<file path="config.mk">
export PLATFORM = sky130hd
export DESIGN_NAME = serial_tx_fifo
export DESIGN_NICKNAME = d
export VERILOG_FILES = /design/src/rtl/uart_tx_pkg.sv /design/src/rtl/tx_char_queue.sv /design/src/rtl/tx_frame_engine.sv /design/src/rtl/serial_tx_fifo.sv
export SDC_FILE = /design/constraint.sdc
export NUM_CORES = 1
export LEC_CHECK = 0
export BUFFER_PORTS_ARGS = -buffer_cell sky130_fd_sc_hd__buf_2
export CORE_UTILIZATION = 62
export DETAILED_ROUTE_END_ITERATION = 8
export PLACE_DENSITY = 0.8
export SYNTH_ARGS = -nofsm -noshare
export SYNTH_HDL_FRONTEND = slang
export SYNTH_SLANG_ARGS = --single-unit
</file>
<file path="constraint.sdc">
create_clock -name clk -period 3.5 [get_ports clk]
set_clock_uncertainty 0.2 [all_clocks]
set_input_delay 0.35 -clock clk [delete_from_list [all_inputs] [get_ports clk]]
set_output_delay 0.35 -clock clk [all_outputs]
set_load 0.005 [all_outputs]
</file>
<file path="src/rtl/uart_tx_pkg.sv">
package uart_tx_pkg;

    // Frame engine states
    typedef enum logic [1:0] {
        TX_IDLE,
        TX_START,
        TX_DATA,
        TX_STOP
    } tx_state_e;

    // Frame-format codes
    localparam logic [2:0] FMT_D8    = 3'b001;
    localparam logic [2:0] FMT_D7_P  = 3'b011;
    localparam logic [2:0] FMT_D9    = 3'b100;
    localparam logic [2:0] FMT_D8_WK = 3'b101;
    localparam logic [2:0] FMT_D8_P  = 3'b111;

    localparam int CHAR_W  = 9;
    localparam int FRAME_W = 10;
    localparam int NBITS_W = 4;

    typedef struct packed {
        logic [FRAME_W-1:0] bits;
        logic [NBITS_W-1:0] nbits;
    } frame_t;

    // Build the payload and its bit count from a character and the format.
    function automatic frame_t pack_frame(input logic [2:0] fmt,
                                          input logic [CHAR_W-1:0] d,
                                          input logic odd);
        frame_t f;
        f.bits  = {2'b00, d[7:0]};
        f.nbits = NBITS_W'(8);
        case (fmt)
            FMT_D7_P: begin
                f.bits  = {3'b000, (^d[6:0]) ^ odd, d[6:0]};
                f.nbits = NBITS_W'(8);
            end
            FMT_D9, FMT_D8_WK: begin
                f.bits  = {1'b0, d};
                f.nbits = NBITS_W'(9);
            end
            FMT_D8_P: begin
                f.bits  = {1'b0, (^d[7:0]) ^ odd, d[7:0]};
                f.nbits = NBITS_W'(9);
            end
            default: begin
                f.bits  = {2'b00, d[7:0]};
                f.nbits = NBITS_W'(8);
            end
        endcase
        return f;
    endfunction

endpackage

</file>
<file path="src/rtl/tx_char_queue.sv">
module tx_char_queue #(
    parameter int DEPTH = 16,
    parameter int WIDTH = 9
) (
    input  logic                         clk,
    input  logic                         rst_n,
    input  logic                         flush,
    input  logic                         push,
    input  logic [WIDTH-1:0]             din,
    input  logic                         pop,
    output logic [WIDTH-1:0]             dout,
    output logic [$clog2(DEPTH+1)-1:0]   level
);
    localparam int AW = (DEPTH > 1) ? $clog2(DEPTH) : 1;
    localparam int LW = $clog2(DEPTH + 1);

    logic [WIDTH-1:0] store [DEPTH];
    logic [AW-1:0]    wr_ptr, rd_ptr;
    logic [LW-1:0]    cnt;
    logic             do_push, do_pop;

    assign do_push = push && !flush && (cnt != LW'(DEPTH));
    assign do_pop  = pop  && !flush && (cnt != '0);

    function automatic logic [AW-1:0] bump(input logic [AW-1:0] p);
        return (p == AW'(DEPTH - 1)) ? '0 : p + AW'(1);
    endfunction

    always_ff @(posedge clk) begin
        if (do_push) begin
            store[wr_ptr] <= din;
        end
    end

    always_ff @(posedge clk or negedge rst_n) begin
        if (!rst_n) begin
            wr_ptr <= '0;
            rd_ptr <= '0;
            cnt    <= '0;
        end else if (flush) begin
            wr_ptr <= '0;
            rd_ptr <= '0;
            cnt    <= '0;
        end else begin
            if (do_push) wr_ptr <= bump(wr_ptr);
            if (do_pop)  rd_ptr <= bump(rd_ptr);
            case ({do_push, do_pop})
                2'b10:   cnt <= cnt + LW'(1);
                2'b01:   cnt <= cnt - LW'(1);
                default: cnt <= cnt;
            endcase
        end
    end

    assign dout  = store[rd_ptr];
    assign level = cnt;

    // occupancy never exceeds the depth
    p_level_bound_r6: assert property (@(posedge clk) disable iff (!rst_n)
        cnt <= LW'(DEPTH));

    // a write into a full queue with no read leaves it full
    p_no_overflow_r8: assert property (@(posedge clk) disable iff (!rst_n)
        (cnt == LW'(DEPTH) && push && !pop && !flush) |=> (cnt == LW'(DEPTH) && $stable(wr_ptr)));

    // a flush empties the queue
    p_flush_clears_r9: assert property (@(posedge clk) disable iff (!rst_n)
        flush |=> (cnt == '0));

endmodule

</file>
<file path="src/rtl/tx_frame_engine.sv">
module tx_frame_engine
    import uart_tx_pkg::*;
#(
    parameter int OSR = 16
) (
    input  logic              clk,
    input  logic              rst_n,
    input  logic              os_tick,
    input  logic              have_char,
    input  logic [CHAR_W-1:0] head_char,
    input  logic [2:0]        frame_mode,
    input  logic [1:0]        stop_sel,
    input  logic              parity_odd,
    input  logic              cts_gate_en,
    input  logic              cts_in,
    output logic              take,
    output logic              txd,
    output logic              busy
);
    localparam int HALF = OSR / 2;
    localparam int CW   = $clog2(2 * OSR + 1);

    tx_state_e          state_q, state_d;
    logic [FRAME_W-1:0] shift_q, shift_d;
    logic [NBITS_W-1:0] left_q,  left_d;
    logic [CW-1:0]      tick_q,  tick_d;
    logic [CW-1:0]      stop_q,  stop_d;
    logic               start_ok;
    frame_t             next_frame;

    assign start_ok   = have_char && (!cts_gate_en || cts_in);
    assign next_frame = pack_frame(frame_mode, head_char, parity_odd);

    // Next-state logic
    always_comb begin
        state_d = state_q;
        shift_d = shift_q;
        left_d  = left_q;
        tick_d  = tick_q;
        stop_d  = stop_q;
        unique case (state_q)
            TX_IDLE: begin
                if (start_ok) begin
                    state_d = TX_START;
                    shift_d = next_frame.bits;
                    left_d  = next_frame.nbits;
                    stop_d  = CW'((32'(stop_sel) + 32'd1) * HALF);
                    tick_d  = '0;
                end
            end
            TX_START: begin
                if (os_tick) begin
                    if (tick_q == CW'(OSR - 1)) begin
                        tick_d  = '0;
                        state_d = TX_DATA;
                    end else begin
                        tick_d = tick_q + CW'(1);
                    end
                end
            end
            TX_DATA: begin
                if (os_tick) begin
                    if (tick_q == CW'(OSR - 1)) begin
                        tick_d  = '0;
                        shift_d = shift_q >> 1;
                        left_d  = left_q - NBITS_W'(1);
                        if (left_q == NBITS_W'(1)) state_d = TX_STOP;
                    end else begin
                        tick_d = tick_q + CW'(1);
                    end
                end
            end
            TX_STOP: begin
                if (os_tick) begin
                    if (tick_q == stop_q - CW'(1)) begin
                        tick_d  = '0;
                        state_d = TX_IDLE;
                    end else begin
                        tick_d = tick_q + CW'(1);
                    end
                end
            end
        endcase
    end

    // State register
    always_ff @(posedge clk or negedge rst_n) begin
        if (!rst_n) begin
            state_q <= TX_IDLE;
            shift_q <= '0;
            left_q  <= '0;
            tick_q  <= '0;
            stop_q  <= CW'(OSR);
        end else begin
            state_q <= state_d;
            shift_q <= shift_d;
            left_q  <= left_d;
            tick_q  <= tick_d;
            stop_q  <= stop_d;
        end
    end

    // Outputs
    always_comb begin
        take = 1'b0;
        txd  = 1'b1;
        busy = 1'b1;
        unique case (state_q)
            TX_IDLE: begin
                busy = 1'b0;
                take = start_ok;
            end
            TX_START: txd = 1'b0;
            TX_DATA:  txd = shift_q[0];
            TX_STOP:  txd = 1'b1;
        endcase
    end

    // a held-off gate keeps the engine in IDLE
    p_cts_hold_r10: assert property (@(posedge clk) disable iff (!rst_n)
        (state_q == TX_IDLE && cts_gate_en && !cts_in) |=> (state_q == TX_IDLE));

    // with no tick the line does not move mid-frame
    p_tick_only_r12: assert property (@(posedge clk) disable iff (!rst_n)
        (state_q != TX_IDLE && !os_tick) |=> $stable(txd));

    // a frame begins with the line low
    p_start_low_r2: assert property (@(posedge clk) disable iff (!rst_n)
        (state_q == TX_IDLE && start_ok) |=> !txd);

endmodule

</file>
<file path="src/rtl/serial_tx_fifo.sv">
module serial_tx_fifo
    import uart_tx_pkg::*;
#(
    parameter int DEPTH = 16,
    parameter int OSR   = 16
) (
    input  logic              clk,
    input  logic              rst_n,
    input  logic              os_tick,
    input  logic              wr_en,
    input  logic [CHAR_W-1:0] wr_data,
    input  logic              tx_flush,
    input  logic [2:0]        frame_mode,
    input  logic [1:0]        stop_sel,
    input  logic              parity_odd,
    input  logic              cts_gate_en,
    input  logic              cts_in,
    output logic              txd,
    output logic              st_empty,
    output logic              st_half_empty,
    output logic              st_full
);
    localparam int LW = $clog2(DEPTH + 1);

    logic [LW-1:0]     level;
    logic [CHAR_W-1:0] head;
    logic              take, busy;

    tx_char_queue #(.DEPTH(DEPTH), .WIDTH(CHAR_W)) i_queue (
        .clk   (clk),
        .rst_n (rst_n),
        .flush (tx_flush),
        .push  (wr_en),
        .din   (wr_data),
        .pop   (take),
        .dout  (head),
        .level (level)
    );

    tx_frame_engine #(.OSR(OSR)) i_engine (
        .clk         (clk),
        .rst_n       (rst_n),
        .os_tick     (os_tick),
        .have_char   (level != '0),
        .head_char   (head),
        .frame_mode  (frame_mode),
        .stop_sel    (stop_sel),
        .parity_odd  (parity_odd),
        .cts_gate_en (cts_gate_en),
        .cts_in      (cts_in),
        .take        (take),
        .txd         (txd),
        .busy        (busy)
    );

    assign st_empty      = (level == '0) && !busy;
    assign st_half_empty = level <= LW'(DEPTH / 2);
    assign st_full       = level == LW'(DEPTH);

    // with everything idle the line rests high
    p_empty_idle_r11: assert property (@(posedge clk) disable iff (!rst_n)
        st_empty |-> txd);

    // a full queue is never reported as half empty
    p_full_half_r7: assert property (@(posedge clk) disable iff (!rst_n)
        st_full |-> !st_half_empty);

endmodule

</file>
# Yosys cells after proc, flatten, opt, wreduce, memory -nomap -nowiden
# Memories as Yosys holds them, arrays and structs flattened.
# Cells that the tools add are included.
dict set report totals {
  register_bits 38
  latchBits 0
  mem_bits_rw 144
  rom_bits 0
  in_bits 22
  mem_count 1
}
# name words word_bits read_ports rd_clocked_by_memory_dff write_ports line_no
set mem_list {}
lappend mem_list {i_queue.store 16 9 1 0 1 tx_char_queue.sv:17} ;# logic [WIDTH-1:0] store [DEPTH];
dict set report op_classes {
  addsub 8
  n_mul 0
  n_div 0
  order_cmp 1
  eq_ne 25
  shift 0
  muxes 36
  n_bitwise 2
  n_reduce_logical 24
}
# operator count
set op_table {}
lappend op_table {{$pmux 13 s3} 1}
lappend op_table {{$mux 4} 9}
lappend op_table {{$mux 10} 3}
lappend op_table {{$mux 6} 5}
lappend op_table {{$pmux 10 s2} 1}
lappend op_table {{$pmux 6 s3} 1}
lappend op_table {{$mux 2} 8}
lappend op_table {{$ne 2x1->1 const B} 6}
lappend op_table {{$pmux 5 s2} 1}
lappend op_table {{$eq 3x3->1 const B} 3}
lappend op_table {{$add 4x1->4 const B} 2}
lappend op_table {{$eq 4x4->1 const B} 2}
lappend op_table {{$pmux 2 s4} 1}
lappend op_table {{$pmux 4 s2} 1}
lappend op_table {{$reduce_and 8->1} 1}
lappend op_table {{$reduce_xor 8->1} 1}
lappend op_table {{$reduce_xor 7->1} 1}
lappend op_table {{$add 6x1->6 const B} 1}
lappend op_table {{$eq 2x2->1 const B} 3}
lappend op_table {{$eq 6x4->1 const B} 1}
lappend op_table {{$eq 6x6->1} 1}
lappend op_table {{$logic_and 1x1->1} 6}
lappend op_table {{$ne 2x2->1 const B} 3}
lappend op_table {{$reduce_bool 2->1} 3}
lappend op_table {{25 further kinds} 31}

# Logic depth before layout (Yosys ltp)
# Gate-level depths: netlist of run 1.
dict set report logic_depth {
  ltp_word 9
  depth_mapped 12
}

# Modules after synthesis
# A second synthesis of run 1 with hierarchy kept.
dict set report unflattened {
  hier_cells 560
  hier_area_um2 8310.5
}
# mod n_inst cells_per_inst area_per_inst_um2
set modules_own_cells {}
lappend modules_own_cells {tx_char_queue 1 384 6637.6}
lappend modules_own_cells {tx_frame_engine 1 170 1612.8}
lappend modules_own_cells {serial_tx_fifo 1 6 60.1}

# Worst setup path before layout of run 1
# OpenSTA, ideal clock, no wires.
dict set report synth_timing {
  path_type {reg-to-reg}
  from {register i_queue.rd_ptr[1]}
  to {register i_engine.shift_q[7]}
  setup_time_ns 0.120
  t_arrival_ns 2.631
  t_required_ns 3.180
  setup_slack_ns 0.549
  path_stages_with_launch 10
  n_path_buf 2
  cell_sequence {dfrtp_1 -> buf_6 -> buf_1 -> mux4_2 -> a22o_1 -> a211o_1 -> a211o_1 -> nand4_1 -> or4b_1 -> a31o_1}
}
dict set report synth_via {
  elab_chain_cells 6
}
# element line_no
set synth_rtl {}
lappend synth_rtl {{start, declared} tx_char_queue.sv:18} ;# logic [AW-1:0] wr_ptr, rd_ptr;
lappend synth_rtl {{start signal, assigned} tx_char_queue.sv:46} ;# if (do_pop) rd_ptr <= bump(rd_ptr);
lappend synth_rtl {{$mem_v2 16x9 *} n/a}
lappend synth_rtl {{$reduce_xor 7->1} uart_tx_pkg.sv:36} ;# f.bits = {3'b000, (^d[6:0]) ^ odd, d[6:0]};
lappend synth_rtl {{$xor 1x1->1} uart_tx_pkg.sv:36}
lappend synth_rtl {{$pmux 13 s3 *} uart_tx_pkg.sv:34} ;# case (fmt)
lappend synth_rtl {{$mux 10 *} tx_frame_engine.sv:43} ;# if (start_ok) begin
lappend synth_rtl {{$pmux 10 s2 *} tx_frame_engine.sv:41} ;# unique case (state_q)
lappend synth_rtl {{end signal, assigned} tx_frame_engine.sv:96} ;# shift_q <= shift_d;
lappend synth_rtl {{end, declared} tx_frame_engine.sv:24} ;# logic [FRAME_W-1:0] shift_q, shift_d;
# Every way passes the cells marked *; elsewhere a longest branch is shown, timed or not. The select of a mux whose other input is x is not followed.
# A chain may end at the register's enable or synchronous reset.

# Worst setup path in the final report of run 1
dict set report layout_timing {
  from {register i_queue.rd_ptr[0]}
  to {register i_engine.shift_q[7]}
}
# The elaborated chain is that of the path after synthesis.

==> results of run 1 <==
## worst reg2reg max path: cells and delay by family, from the launching register on
kind            cells  cell delay (ns)
buf+inv             2             0.59
compound gates      5             1.33
flops               1             0.40
mux                 1             0.16
simple gates        2             0.55
## cell families after synthesis
group	count (synthesis)
XOR/XNOR	14
flip-flops	181
buffers and inverters	39
multiplexers	55
AND/OR/NAND/NOR	120
adder cells (fa/ha/maj)	17
AO/OA/AOI/OAI	116
## area by class of cell
type | count | area, um^2 | share of cell area
clock inverters | 13 | 123 | 0.0136
repair buffers | 54 | 363 | 0.0404
inverters | 15 | 56.3 | 0.00627
well taps | 172 | 215 | 0.0240
flip-flops and latches | 181 | 5250 | 0.585
clock buffers | 19 | 433 | 0.0482
multi-input cells | 322 | 2540 | 0.283
## power groups by stage
stage | combinational, mW | clock [mW] | sequential, mW
floorplan | 0.992 | 0 | 2.61
global placement | 1.22 | 0 | 2.64
detailed placement | 1.27 | 0 | 2.65
CTS | 1.29 | 1.80 | 2.61
global route | 1.43 | 1.87 | 2.63
finish | 1.30 | 1.77 | 2.61
## flip-flops by register name (all words and copies together), names as in the netlist
| name | cells |
|---|---|
| i_engine.left_q | 4 |
| i_engine.shift_q | 9 |
| i_engine.state_q | 2 |
| i_engine.stop_q | 3 |
| i_engine.tick_q | 6 |
| i_queue.level | 5 |
| i_queue.rd_ptr | 4 |
| i_queue.store | 144 |
| i_queue.wr_ptr | 4 |
## metal layers
metal  part of all wire  global-route usage
met5                  0                   0
met3              0.075              0.0774
met1               0.42               0.339
met2               0.48               0.417
met4              0.026               0.112
## timing repair
action	4_1_cts	5_1_grt
endpoints found under the hold margin	38	0
resized for setup	0	0
hold buffers	3	0
## stage by stage
step | hold slack [ns] | util | setup WS [ns]
global route | 0.0332 | 0.712 | 0.00916
CTS | 0.0117 | 0.712 | 0.197
floorplan | -0.146 | - | 0.549
detailed placement | 0.271 | 0.666 | 0.243
global placement | 0.260 | 0.666 | 0.327
finish | 0.0328 | 0.712 | 0.163
## worst paths after layout
kind / from / endpoint / slack, ns / depth (start not counted)
setup / recovery: i_queue.rd_ptr[0] / i_engine.shift_q[7] / 0.16 / 10
hold / removal: frame_mode[1] / i_engine.shift_q[8] / 0.03 / 3
setup reg to reg: i_queue.rd_ptr[0] / i_engine.shift_q[7] / 0.16 / 10
hold reg to reg: i_engine.shift_q[3] / i_engine.shift_q[3] / 0.29 / 2
max in group asynchronous: rst_n / i_queue.rd_ptr[0] / 2.18 / 2
min in group asynchronous: rst_n / i_engine.tick_q[4] / 0.35 / 2
## cell usage in the layout, fill, tap and decap left out, types with 5 or more instances in the layout
cell | synthesis | final
edfxtp_1 | 144 | 144
nand3_1 | 7 | 7
o21ai_1 | 6 | 6
a21oi_1 | 27 | 27
xor2_1 | 5 | 5
inv_1 | 15 | 15
mux4_2 | 17 | 17
buf_2 | 3 | 25
a221oi_2 | 6 | 6
nor3_1 | 10 | 10
xnor2_1 | 8 | 8
o31ai_1 | 6 | 6
o21ai_0 | 26 | 26
nand2b_1 | 9 | 9
dfrtp_1 | 36 | 35
a221oi_1 | 11 | 11
ha_1 | 17 | 17
buf_4 | 1 | 25
mux2i_1 | 33 | 33
nand2_1 | 38 | 38
clkbuf_16 | 0 | 17
nor2_1 | 32 | 32
a22oi_1 | 5 | 5
==> flow_metrics.env, run 1 <==
export IMPL_outcome="finished clean"
export IMPL_maxSlewViolCount=0
export IMPL_ant_nets=0
export IMPL_slew_headroom=0.459
export IMPL_clkTransAtPathRegs_ns=0.07
export IMPL_yosysSeqAreaShare=0.656
export IMPL_fill_cells=834
export IMPL_grt_overflow=0
export IMPL_initial_core_util=0.635
export IMPL_h_tree_depth=4
export IMPL_routed_wl_mm=16.1
export IMPL_grtUsageTotal=0.262
export IMPL_comb_power_share=0.229
export IMPL_rsz0062_at_grt="false"
export IMPL_synth_warnings=0
export IMPL_viasPerCell=6.32
export IMPL_startpoint_type="flip-flop"
export IMPL_cts_sinks=181
export IMPL_vias=4902
export IMPL_ios=26
export IMPL_cp_slowest_cell="or4b_1"
export IMPL_syn_avg_cell_area_um2=14.8
export IMPL_fin_nets=630
export IMPL_antenna_found_initial=0
export IMPL_syn_area_um2=8010
export IMPL_tns_ns=0
export IMPL_path_common_cell="a211o_1"
export IMPL_slowest_delay_ns=0.44
export IMPL_max_freq_mhz=300
export IMPL_synth_top_family_by_area="multiplexers"
export IMPL_ys_ff_latch=181
export IMPL_coreArea_um2=12600
export IMPL_seq_power_share=0.460
export IMPL_grt_pass1_vias=4804
export IMPL_crit_required_ns=3.61
export IMPL_leakagePower_nw=3.18
export IMPL_path_delay_family="compound AO/OA/AOI/OAI gates"
export IMPL_p_total_mw=5.69
export IMPL_synth_area_top_cells="edfxtp_1 (54%), dfrtp_1 (11%), mux4_2 (4.8%)"
export IMPL_synth_fa_ha_area_frac=0.0266
export IMPL_internal_power_mw=4.03
export IMPL_min_period_ns=3.34
export IMPL_cp_max_fo=32
export IMPL_wl_per_cell_um=20.8
export IMPL_grt_max_degree=38
export IMPL_hold_path_class="input pin to flip-flop"
export IMPL_synth_ff_type="edfxtp_1"
export IMPL_clockPowerShare=0.312
export IMPL_clk_path_buf_depth=2
export IMPL_yosysTopAreaCell="edfxtp_1"
export IMPL_grt_pass1_wl_mm=24.9
export IMPL_synthSimpleGateAreaFrac=0.0708
export IMPL_rows=41
export IMPL_cp_cell_sequence="buf_12 > buf_4 > mux2i_1 > a221oi_2 > o21ai_1 > a211o_1 > a211o_1 > nand4_1 > or4b_1 > a31o_1"
export IMPL_worst_setup_path_type="flip-flop to flip-flop"
export IMPL_synth_edf_count=144
export IMPL_dpl_cell_count=741
export IMPL_syn2layout_area_growth_pct=12.2
export IMPL_clock_latency_ns=0.43
export IMPL_finalCritPeriodShare=0.953
export IMPL_muxShareOfSynthArea=0.104
export IMPL_ir_worst_vdd_mv=0.499
export IMPL_die_h_um=116
export IMPL_drtPass1Iterations=5
export IMPL_powerDensity_nw_per_um2=633
export IMPL_hold_violations=0
export IMPL_fp_dieW_um=116
export IMPL_cts_tree="yes"
export IMPL_power_switching_mw=1.65
export IMPL_post_cts_buffers=0
export IMPL_die_area_um2=13400
export IMPL_maxCapViolCount=0
export IMPL_cp_num_buf_inv=2
export IMPL_antennaDiodeCount=0
export IMPL_synth_nets=581
export IMPL_synth_most_common_cell="edfxtp_1"
export IMPL_synthArstFlopShare=0.204
export IMPL_setup_viol=0
export IMPL_syn_inst=542
export IMPL_dp_final_hpwl_mm=10.6
export IMPL_place_gp_congestion=0.834
export IMPL_p_sw_frac=0.291
export IMPL_synth_compound_area_frac=0.0995
export IMPL_numPortBuffers=25
export IMPL_drcViolationCount=0
export IMPL_layout_drive_gt1_share=0.180
export IMPL_yosys_top_cells_count="edfxtp_1 (144), nand2_1 (38), dfrtp_1 (36)"
export IMPL_synthXorXnorAreaFrac=0.0170
export IMPL_yosysTopAreaCellShare=0.540
export IMPL_critPathCaptureType="flip-flop"
export IMPL_drt_initial_drc_count=478
export IMPL_yosysUniqueCellTypes=56
export IMPL_dpl_instance_area_um2=8400
export IMPL_fin_area_um2=8980
export IMPL_worst_slew_pin_slew_ns=0.811
export IMPL_ctsRootBufferMaster="clkbuf_16"
export IMPL_tritoncts_num_buffers=17
export IMPL_instances_no_fill=776
export IMPL_worstPathArrival_ns=3.45
Power figures use the tool's default switching activity.
==> inputs of run 2 (changes only) <==
Settings changed: ABC_AREA set to 1, PLACE_DENSITY 0.8 to 0.79, SKIP_CTS_REPAIR_TIMING set to 1.
==> flow_metrics.env, run 2 <==
export IMPL_outcome="finished clean"
export IMPL_fin_area_um2=9270
export IMPL_die_area_um2=14000
export IMPL_yosysUniqueCellTypes=43
export IMPL_dpl_cell_count=1051
export IMPL_viasPerCell=5.62
export IMPL_vias=6099
export IMPL_setup_slack_ns=0.778
export IMPL_synth_most_common_cell="nand2_1"
export IMPL_antennaDiodeCount=0
export IMPL_yosysSeqAreaShare=0.624
export IMPL_maxCapViolCount=0
export IMPL_final_common_cell="nand2_1"
export IMPL_tritoncts_num_buffers=17
export IMPL_initial_core_util=0.636
export IMPL_clkTransAtPathRegs_ns=0.07
export IMPL_dp_final_hpwl_mm=12.2
export IMPL_dpl_instance_area_um2=8700
export IMPL_synth_ff_type="edfxtp_1"
export IMPL_top_regs="i_queue.store (144), i_engine.shift_q (9), i_engine.tick_q (6)"
export IMPL_min_period_ns=2.72
export IMPL_top_register="i_queue.store"
export IMPL_coreArea_um2=13200
export IMPL_tns_ns=0
export IMPL_clock_latency_ns=0.43
export IMPL_hold_violations=0
export IMPL_layout_drive_gt1_share=0.101
export IMPL_yosysTopAreaCell="edfxtp_1"
export IMPL_synthArstFlopShare=0.204
export IMPL_rows=42
export IMPL_drt_initial_drc_count=531
export IMPL_fin_util=0.700
export IMPL_worst_setup_path_type="flip-flop to flip-flop"
export IMPL_synth_edf_count=144
export IMPL_synth_nets=903
export IMPL_mostFrequentLayoutCells="nand2_1 (269), edfxtp_1 (144), nor2_1 (101)"
export IMPL_synth_warnings=0
export IMPL_fp_dieW_um=119
export IMPL_rsz0062_at_grt="false"
export IMPL_drcViolationCount=0
export IMPL_antenna_found_initial=0
export IMPL_drtPass1Iterations=5
export IMPL_numPortBuffers=25
export IMPL_slew_headroom=0.318
export IMPL_crit_required_ns=3.61
export IMPL_startpoint_type="flip-flop"
export IMPL_instances_no_fill=1085
export IMPL_hold_path_class="input pin to flip-flop"
export IMPL_grtUsageTotal=0.279
export IMPL_syn_inst=864
export IMPL_h_tree_depth=4
export IMPL_grt_pass1_vias=5941
export IMPL_leakagePower_nw=3.84
export IMPL_ir_worst_vdd_mv=0.539
export IMPL_maxSlewViolCount=0
export IMPL_setup_viol=0
export IMPL_max_freq_mhz=367
export IMPL_largest_reg_flops=144
export IMPL_syn2layout_area_growth_pct=10.0
export IMPL_clk_path_buf_depth=2
export IMPL_powerDensity_nw_per_um2=661
export IMPL_ctsRootBufferMaster="clkbuf_16"
export IMPL_cp_max_fo=7
export IMPL_yosys_top_cells_count="nand2_1 (269), edfxtp_1 (144), nor2_1 (101)"
export IMPL_ant_nets=0
export IMPL_grt_max_degree=38
export IMPL_synth_area_top_cells="edfxtp_1 (51%), nand2_1 (12%), dfrtp_1 (11%)"
export IMPL_grt_pass1_wl_mm=29.7
export IMPL_die_h_um=119
export IMPL_worst_slew_pin_slew_ns=1.02
export IMPL_grt_overflow=0
export IMPL_pre_cts_ws_ns=0.870
export IMPL_cts_tree="yes"
export IMPL_cts_sinks=181
export IMPL_wl_per_cell_um=16.8
export IMPL_syn_avg_cell_area_um2=9.74
export IMPL_syn_area_um2=8420
export IMPL_finalCritPeriodShare=0.778
export IMPL_ys_ff_latch=181
export IMPL_place_gp_congestion=0.894
export IMPL_routed_wl_mm=18.3
export IMPL_fin_nets=935
export IMPL_yosysTopAreaCellShare=0.514
export IMPL_worstPathArrival_ns=2.83
export IMPL_ios=26
export IMPL_critPathCaptureType="flip-flop"
==> run 2: cell count changes in the layout (fill, tap and decap cells not counted), sizes merged, moves of 11 or more <==
cell / previous run / this run
inv: 19 / 86
mux2i: 33 / 0
nand2: 38 / 275
nor2: 32 / 104
o21ai: 32 / 54
mux4: 21 / 0
a221oi: 17 / 0
nand3: 7 / 50
buf: 51 / 40
==> run 2: cell type report <==
cell class / instances / area [um^2]
Clock buffer: 17 / 425
Clock inverter: 15 / 121
Fill cell: 977 / 3980
Inverter: 82 / 315
Multi-Input combinational cell: 572 / 2670
Sequential cell: 181 / 5250
Tap cell: 176 / 220
Timing Repair Buffer: 42 / 258
==> run 2: cell families after synthesis <==
kind of cell	share of synthesized area
flops	0.624
buf+inv	0.0589
simple gates	0.212
fa+ha+maj	0.0253
xor+xnor	0.0134
compound gates	0.0664
==> run 2: routing by layer <==
metal / up-vias / global-route usage / wire, um
met5: - / 0 / 0
met4: 0 / 0.114 / 282
met3: 23 / 0.0642 / 1530
met2: 296 / 0.436 / 8870
met1: 2857 / 0.378 / 7590
li1: 2923 / - / -
==> run 2: through the flow <==
step                      hold WS [ns]  power [mW]
after floorplan                 -0.146        3.90
after global placement           0.267        4.25
after detailed placement         0.272        4.34
after CTS                       -0.152        6.11
after global routing            0.0546        6.45
final                           0.0544        6.12
==> run 2: final timing paths <==
path / from / to / slack [ns] / cells past startpoint
setup reg to reg: i_queue.level[0] / i_queue.level[4] / 0.78 / 13
max in group asynchronous: rst_n / i_queue.rd_ptr[0] / 2.11 / 2
hold / removal: tx_flush / i_queue.level[1] / 0.05 / 4
setup / recovery: i_queue.level[0] / i_queue.level[4] / 0.78 / 13
min in group asynchronous: rst_n / i_engine.tick_q[0] / 0.38 / 2
hold reg to reg: i_engine.shift_q[5] / i_engine.shift_q[5] / 0.28 / 2
==> run 2: critical path, cell delays in order (launching register included) <==
cell and delay (ns):
dfrtp_1 0.40, nor3_1 0.35, nand3b_1 0.22, o21ai_2 0.15, nor2_2 0.11, nand3_2 0.17
inv_1 0.10, ha_1 0.30, inv_1 0.09, o21bai_1 0.09, a31oi_1 0.21, nand2_1 0.09
nand2_1 0.06, o21ai_0 0.07
==> run 2: where the power goes <==
group,switching [mW],internal [mW],leakage [nW]
Clock,0.858,0.924,0.266
Sequential,0.0991,2.49,1.78
Combinational,1.20,0.550,1.80
Total,2.16,3.96,3.84
